[config.mk]
export PLATFORM = sky130hd
export DESIGN_NAME = seq_test_gen
export DESIGN_NICKNAME = d
export VERILOG_FILES = /design/src/rtl/seq_test_gen_pkg.sv /design/src/rtl/stg_lfsr.sv /design/src/rtl/stg_alt.sv /design/src/rtl/stg_err.sv /design/src/rtl/seq_test_gen.sv
export SDC_FILE = /design/constraint.sdc
export NUM_CORES = 1
export LEC_CHECK = 0
export BUFFER_PORTS_ARGS = -buffer_cell sky130_fd_sc_hd__buf_2
export CAP_MARGIN = 5
export CORE_ASPECT_RATIO = 1.2
export CORE_MARGIN = 5
export CORE_UTILIZATION = 50
export CTS_CLUSTER_SIZE = 40
export DETAILED_ROUTE_END_ITERATION = 6
export PLACE_DENSITY = 0.71
export SYNTH_ARGS = -nofsm -noshare
export SYNTH_HDL_FRONTEND = slang
export SYNTH_HIERARCHICAL = 1
export SYNTH_SLANG_ARGS = --single-unit
export TNS_END_PERCENT = 5
[constraint.sdc]
create_clock -name clk_i -period 2.9 [get_ports clk_i]
set_input_delay 0.29 -clock clk_i [delete_from_list [all_inputs] [get_ports clk_i]]
set_output_delay 0.29 -clock clk_i [all_outputs]
set_load 0.05 [all_outputs]
[src/rtl/seq_test_gen_pkg.sv]
package seq_test_gen_pkg;
  typedef enum logic [1:0] {
    PAT_PN15 = 2'd0,
    PAT_PN20 = 2'd1,
    PAT_ALT  = 2'd2,
    PAT_ONES = 2'd3
  } pat_e;

  localparam int unsigned NUM_PN = 2;
endpackage

[src/rtl/stg_lfsr.sv]
module stg_lfsr #(
  parameter int unsigned WIDTH = 15,
  parameter int unsigned TAP_HI = 15,
  parameter int unsigned TAP_LO = 14,
  parameter logic [WIDTH-1:0] SEED = '1
) (
  input  logic clk_i,
  input  logic rst_ni,
  input  logic step_i,
  input  logic load_i,
  output logic bit_o
);
  logic [WIDTH-1:0] state_q;
  logic [WIDTH-1:0] cur;
  logic             fb;

  // a load presents the seed to the current bit
  assign cur   = load_i ? SEED : state_q;
  assign bit_o = cur[WIDTH-1];
  assign fb    = cur[TAP_HI-1] ^ cur[TAP_LO-1];

  always_ff @(posedge clk_i or negedge rst_ni) begin
    if (!rst_ni)      state_q <= SEED;
    else if (step_i)  state_q <= {cur[WIDTH-2:0], fb};
  end
endmodule

[src/rtl/stg_alt.sv]
module stg_alt (
  input  logic clk_i,
  input  logic rst_ni,
  input  logic step_i,
  input  logic load_i,
  output logic bit_o
);
  logic tog_q;
  logic cur;

  assign cur   = load_i ? 1'b0 : tog_q;
  assign bit_o = cur;

  always_ff @(posedge clk_i or negedge rst_ni) begin
    if (!rst_ni)     tog_q <= 1'b0;
    else if (step_i) tog_q <= ~cur;
  end
endmodule

[src/rtl/stg_err.sv]
module stg_err (
  input  logic clk_i,
  input  logic rst_ni,
  input  logic req_i,
  input  logic tx_i,
  output logic flip_o,
  output logic pend_o
);
  logic req_q;
  logic pend_q;
  logic rise;

  assign rise   = req_i & ~req_q;
  assign flip_o = pend_q | rise;
  assign pend_o = pend_q;

  always_ff @(posedge clk_i or negedge rst_ni) begin
    if (!rst_ni) begin
      req_q  <= 1'b0;
      pend_q <= 1'b0;
    end else begin
      req_q  <= req_i;
      pend_q <= tx_i ? 1'b0 : flip_o;
    end
  end
endmodule

[src/rtl/seq_test_gen.sv]
module seq_test_gen
  import seq_test_gen_pkg::*;
#(
  parameter int unsigned PN15_W = 15,
  parameter int unsigned PN15_T = 14,
  parameter int unsigned PN20_W = 20,
  parameter int unsigned PN20_T = 17
) (
  input  logic       clk_i,
  input  logic       rst_ni,
  input  logic       bit_en_i,
  input  logic       framed_i,
  input  logic       pay_en_i,
  input  logic [1:0] pat_sel_i,
  input  logic       err_req_i,
  output logic       data_o
);
  localparam int unsigned PN_W [NUM_PN] = '{PN15_W, PN20_W};
  localparam int unsigned PN_T [NUM_PN] = '{PN15_T, PN20_T};

  logic              tx;
  logic              sel_chg;
  pat_e              sel;
  pat_e              sel_q;
  logic [NUM_PN-1:0] pn_bit;
  logic              alt_bit;
  logic              pat_bit;
  logic              flip;
  logic              err_pend;

  assign sel     = pat_e'(pat_sel_i);
  assign tx      = bit_en_i & (~framed_i | pay_en_i);
  assign sel_chg = (sel != sel_q);

  for (genvar g = 0; g < NUM_PN; g++) begin : g_pn
    stg_lfsr #(
      .WIDTH (PN_W[g]),
      .TAP_HI(PN_W[g]),
      .TAP_LO(PN_T[g]),
      .SEED  ({PN_W[g]{1'b1}})
    ) u_lfsr (
      .clk_i (clk_i),
      .rst_ni(rst_ni),
      .step_i(tx && (sel == pat_e'(g))),
      .load_i(sel_chg),
      .bit_o (pn_bit[g])
    );
  end

  stg_alt u_alt (
    .clk_i (clk_i),
    .rst_ni(rst_ni),
    .step_i(tx && (sel == PAT_ALT)),
    .load_i(sel_chg),
    .bit_o (alt_bit)
  );

  stg_err u_err (
    .clk_i (clk_i),
    .rst_ni(rst_ni),
    .req_i (err_req_i),
    .tx_i  (tx),
    .flip_o(flip),
    .pend_o(err_pend)
  );

  always_comb begin
    unique case (sel)
      PAT_PN15: pat_bit = pn_bit[0];
      PAT_PN20: pat_bit = pn_bit[1];
      PAT_ALT:  pat_bit = alt_bit;
      default:  pat_bit = 1'b1;
    endcase
  end

  always_ff @(posedge clk_i or negedge rst_ni) begin
    if (!rst_ni) begin
      data_o <= 1'b0;
      sel_q  <= PAT_PN15;
    end else if (bit_en_i) begin
      // overhead slots are left at zero for the framer
      data_o <= tx ? (pat_bit ^ flip) : 1'b0;
      if (tx) sel_q <= sel;
    end
  end
endmodule

==> flow_metrics.env <==
export IMPL_status="complete, no violations"
export IMPL_place_port_buffers=8
export IMPL_synth_flop_cell="dfstp_2"
export IMPL_cp_arrival_ns=2.28
export IMPL_peakVddDrop_uv=425.0
export IMPL_worstSetupPathType="register to register"
export IMPL_via_count=1206
export IMPL_placed_cell_area_sq_mm=0.001877
export IMPL_route_detailed_drc=0
export IMPL_drv_cap=0
export IMPL_firstDrtPassIters=6
export IMPL_post_synth_top_area_cell="dfstp_2"
export IMPL_synthesis_instances=185
export IMPL_cts_buffers=5
export IMPL_path_clk_slew_ns=0.08
export IMPL_tritoncts="built"
export IMPL_power_frac_clock_pct=35.7
export IMPL_critPathBufInv=1
export IMPL_cts_resized=0
export IMPL_fin_tns_setup_ns=0
export IMPL_start_kind="register"
export IMPL_final_util_pct=55.31
export IMPL_async_flop_share_pct=100.0
export IMPL_hp_class="input port to async pin"
export IMPL_clock_path_buffers=2
export IMPL_syn_cell_area_sq_mm=0.001848
export IMPL_seqPwrFrac_pct=51.7
export IMPL_hold_buffers=0
export IMPL_core_area_sq_mm=0.003603
export IMPL_grt_setup_unrepaired="no"
export IMPL_htree_levels=2
export IMPL_routed_via_density=5.176
export IMPL_antenna_cells=0
export IMPL_p_switching_mw=0.3135
export IMPL_finClkSkew_ns=0.01242
export IMPL_total_leakage_power_nw=0.7901
export IMPL_p_sw_share_pct=23.99
export IMPL_final_area_sq_mm=0.001993
export IMPL_hpwl_mm=1.947
export IMPL_max_stage_delay_ns=0.40
export IMPL_setup_viol=0
export IMPL_crit_chain="xnor2_1, nand2_1, buf_4, or2_2, mux2_2, o2111a_1, or3_1"
export IMPL_initial_core_util_pct=51.28
export IMPL_combPwrFrac_pct=12.7
export IMPL_cp_depth=7
export IMPL_syn_avg_cell_area_sq_um=9.989
export IMPL_r2r_start="sel_q[1]$_DFFE_PN0P_"
export IMPL_chipWidth_um=65.50
export IMPL_crit_slowest_cell="dfrtp_1"
export IMPL_grtUsageTotal_pct=13.61
export IMPL_crit_path_end_kind="register"
export IMPL_timing_slew_headroom_pct=44.87
export IMPL_final_max_slew_viol_count=0
export IMPL_grt_max_degree=42
export IMPL_cts_sinks=41
export IMPL_synth_edff_count=0
export IMPL_place_gp_congestion=0.8272
export IMPL_drive_above_1_share_pct=34.02
export IMPL_required_ns=3.08
export IMPL_cts_setup_buffers=0
export IMPL_finalCritPeriodShare_pct=72.60
export IMPL_drt_total_wl_mm=2.900
export IMPL_wire_per_inst_um=12.45
export IMPL_synth_seq_area_share_pct=57.89
export IMPL_io_pins=9
export IMPL_cp_top_family="simple AND/OR/NAND/NOR gates"
export IMPL_fin_nets=201
export IMPL_overflow=0
export IMPL_power_internal_mw=0.9929
export IMPL_syn2layout_area_growth_pct=7.854
export IMPL_ys_ff_latch=41
export IMPL_dieHeight_um=76.60
export IMPL_fin_crit_ns=2.105
export IMPL_syn_nets=193
export IMPL_fp_row_count=24
export IMPL_max_freq_mhz=475.0
export IMPL_synth_top_area_share_pct=49.76
export IMPL_yosys_warnings=6
export IMPL_power_density_mw_per_mm2=655.4
export IMPL_worstMarginPinSlew_ns=0.8270
export IMPL_critPathMaxFanout=16
export IMPL_ys_types=27
export IMPL_dieArea_sq_mm=0.005017
export IMPL_clkLatencyLatePin_ns=0.29
export IMPL_grt_first_pass_wirelength_mm=5.354
export IMPL_antenna_found_initial=0
export IMPL_grt_pass1_vias=1211
export IMPL_root_buffer="clkbuf_8"
export IMPL_drtIter0Drc=62
export IMPL_synthTopCellsByArea="dfstp_2 (50%), nor2_1 (13%), a21oi_1 (8.1%)"
export IMPL_worstRegToRegCells=7
export IMPL_hold_viol=0
export IMPL_startpoint="sel_q[1]$_DFFE_PN0P_"
export IMPL_postRouteAntennaNets=0
-- routing by layer --
layer	share of wire [%]	global-route usage, %	up-vias
met5	0	0	-
met4	2.3	5.394	0
met3	2.9	4.572	8
met2	51	22.29	18
met1	44	16.19	563
li1	-	-	617
-- placed cells by master, fill, tap and decap left out, types with 4 or more instances in the layout --
| cell | Yosys | routed |
|---|---|---|
| a21oi_1 | 30 | 30 |
| buf_2 | 2 | 8 |
| buf_4 | 4 | 4 |
| clkbuf_8 | 0 | 6 |
| dfrtp_1 | 6 | 6 |
| dfstp_2 | 35 | 35 |
| inv_1 | 5 | 5 |
| nand2_1 | 4 | 4 |
| nor2_1 | 63 | 63 |
| xnor2_1 | 4 | 4 |
-- power by group through the flow --
stage / combinational, mW / sequential, mW / clock, mW
after floorplan: 0.130 / 0.686 / 0
after global placement: 0.160 / 0.681 / 0
after detailed placement: 0.167 / 0.684 / 0
after CTS: 0.168 / 0.676 / 0.481
after global routing: 0.189 / 0.682 / 0.517
final: 0.165 / 0.675 / 0.466
-- cells by family (layout without fill, tap and decap cells) --
logic type      count (synthesis)  in the layout  synth area share (%)
simple gates                   82             82                 19.70
xor+xnor                        4              4                 1.896
compound gates                 39             39                 12.25
flops                          41             41                 57.89
mux                             3              3                 1.828
buf+inv                        16             25                 6.432
-- final timing paths --
| kind | endpoint | slack (ns) |
|---|---|---|
| worst max-delay path | data_o$_DFFE_PN0P_ | 0.79 |
| worst min-delay path | data_o$_DFFE_PN0P_ | 0.09 |
| worst max register to register | data_o$_DFFE_PN0P_ | 0.79 |
| worst min register to register | g_pn[0].u_lfsr/state_q[0]$_DFFE_PN1P_ | 0.49 |
| max in group asynchronous | sel_q[0]$_DFFE_PN0P_ | 2.28 |
| min in group clk_i | u_err/req_q$_DFF_PN0_ | 0.14 |
-- Yosys cell counts, types with 2 or more instances --
| master | instances |
|---|---|
| o22ai_1 | 2 |
| buf_4 | 4 |
| buf_6 | 4 |
| xnor2_1 | 4 |
| o22a_1 | 2 |
| nor2_1 | 63 |
| nand2b_1 | 3 |
| a21oi_1 | 30 |
| dfstp_2 | 35 |
| or2_2 | 2 |
| inv_1 | 5 |
| nor2b_1 | 2 |
| dfrtp_1 | 6 |
| nor3b_1 | 2 |
| a21oi_2 | 3 |
| buf_2 | 2 |
| mux2_2 | 3 |
| nand2_1 | 4 |
-- state kept, by name, summed over array words and instances, names as in the netlist --
name,flops
u_err/req_q,1
data_o,1
u_err/pend_o,1
sel_q,2
g_pn.u_lfsr/state_q,35
u_alt/tog_q,1
-- through the flow --
| step | setup WS, ns | instances | hold WS, ns | total power [mW] |
|---|---|---|---|---|
| after global placement | 0.7542 | 225 | 0.4245 | 0.8413 |
| after floorplan | 0.7026 | 185 | -0.005591 | 0.8165 |
| after CTS | 0.7847 | 233 | 0.1167 | 1.324 |
| after detailed placement | 0.6977 | 225 | 0.4392 | 0.8508 |
| final | 0.7947 | 233 | 0.09455 | 1.306 |
| after global routing | 0.6024 | 233 | 0.1308 | 1.387 |
-- layout make-up --
| type | count | area (sq um) |
|---|---|---|
| fillers | 338 | 1610 |
| flip-flops and latches | 41 | 1070 |
| multi-input cells | 128 | 669.4 |
| clock buffers | 7 | 86.33 |
| repair buffers | 12 | 70.07 |
| well taps | 39 | 48.80 |
| clock inverters | 1 | 30.03 |
| inverters | 5 | 18.77 |
No activity file was read; power rests on OpenSTA's default activity.
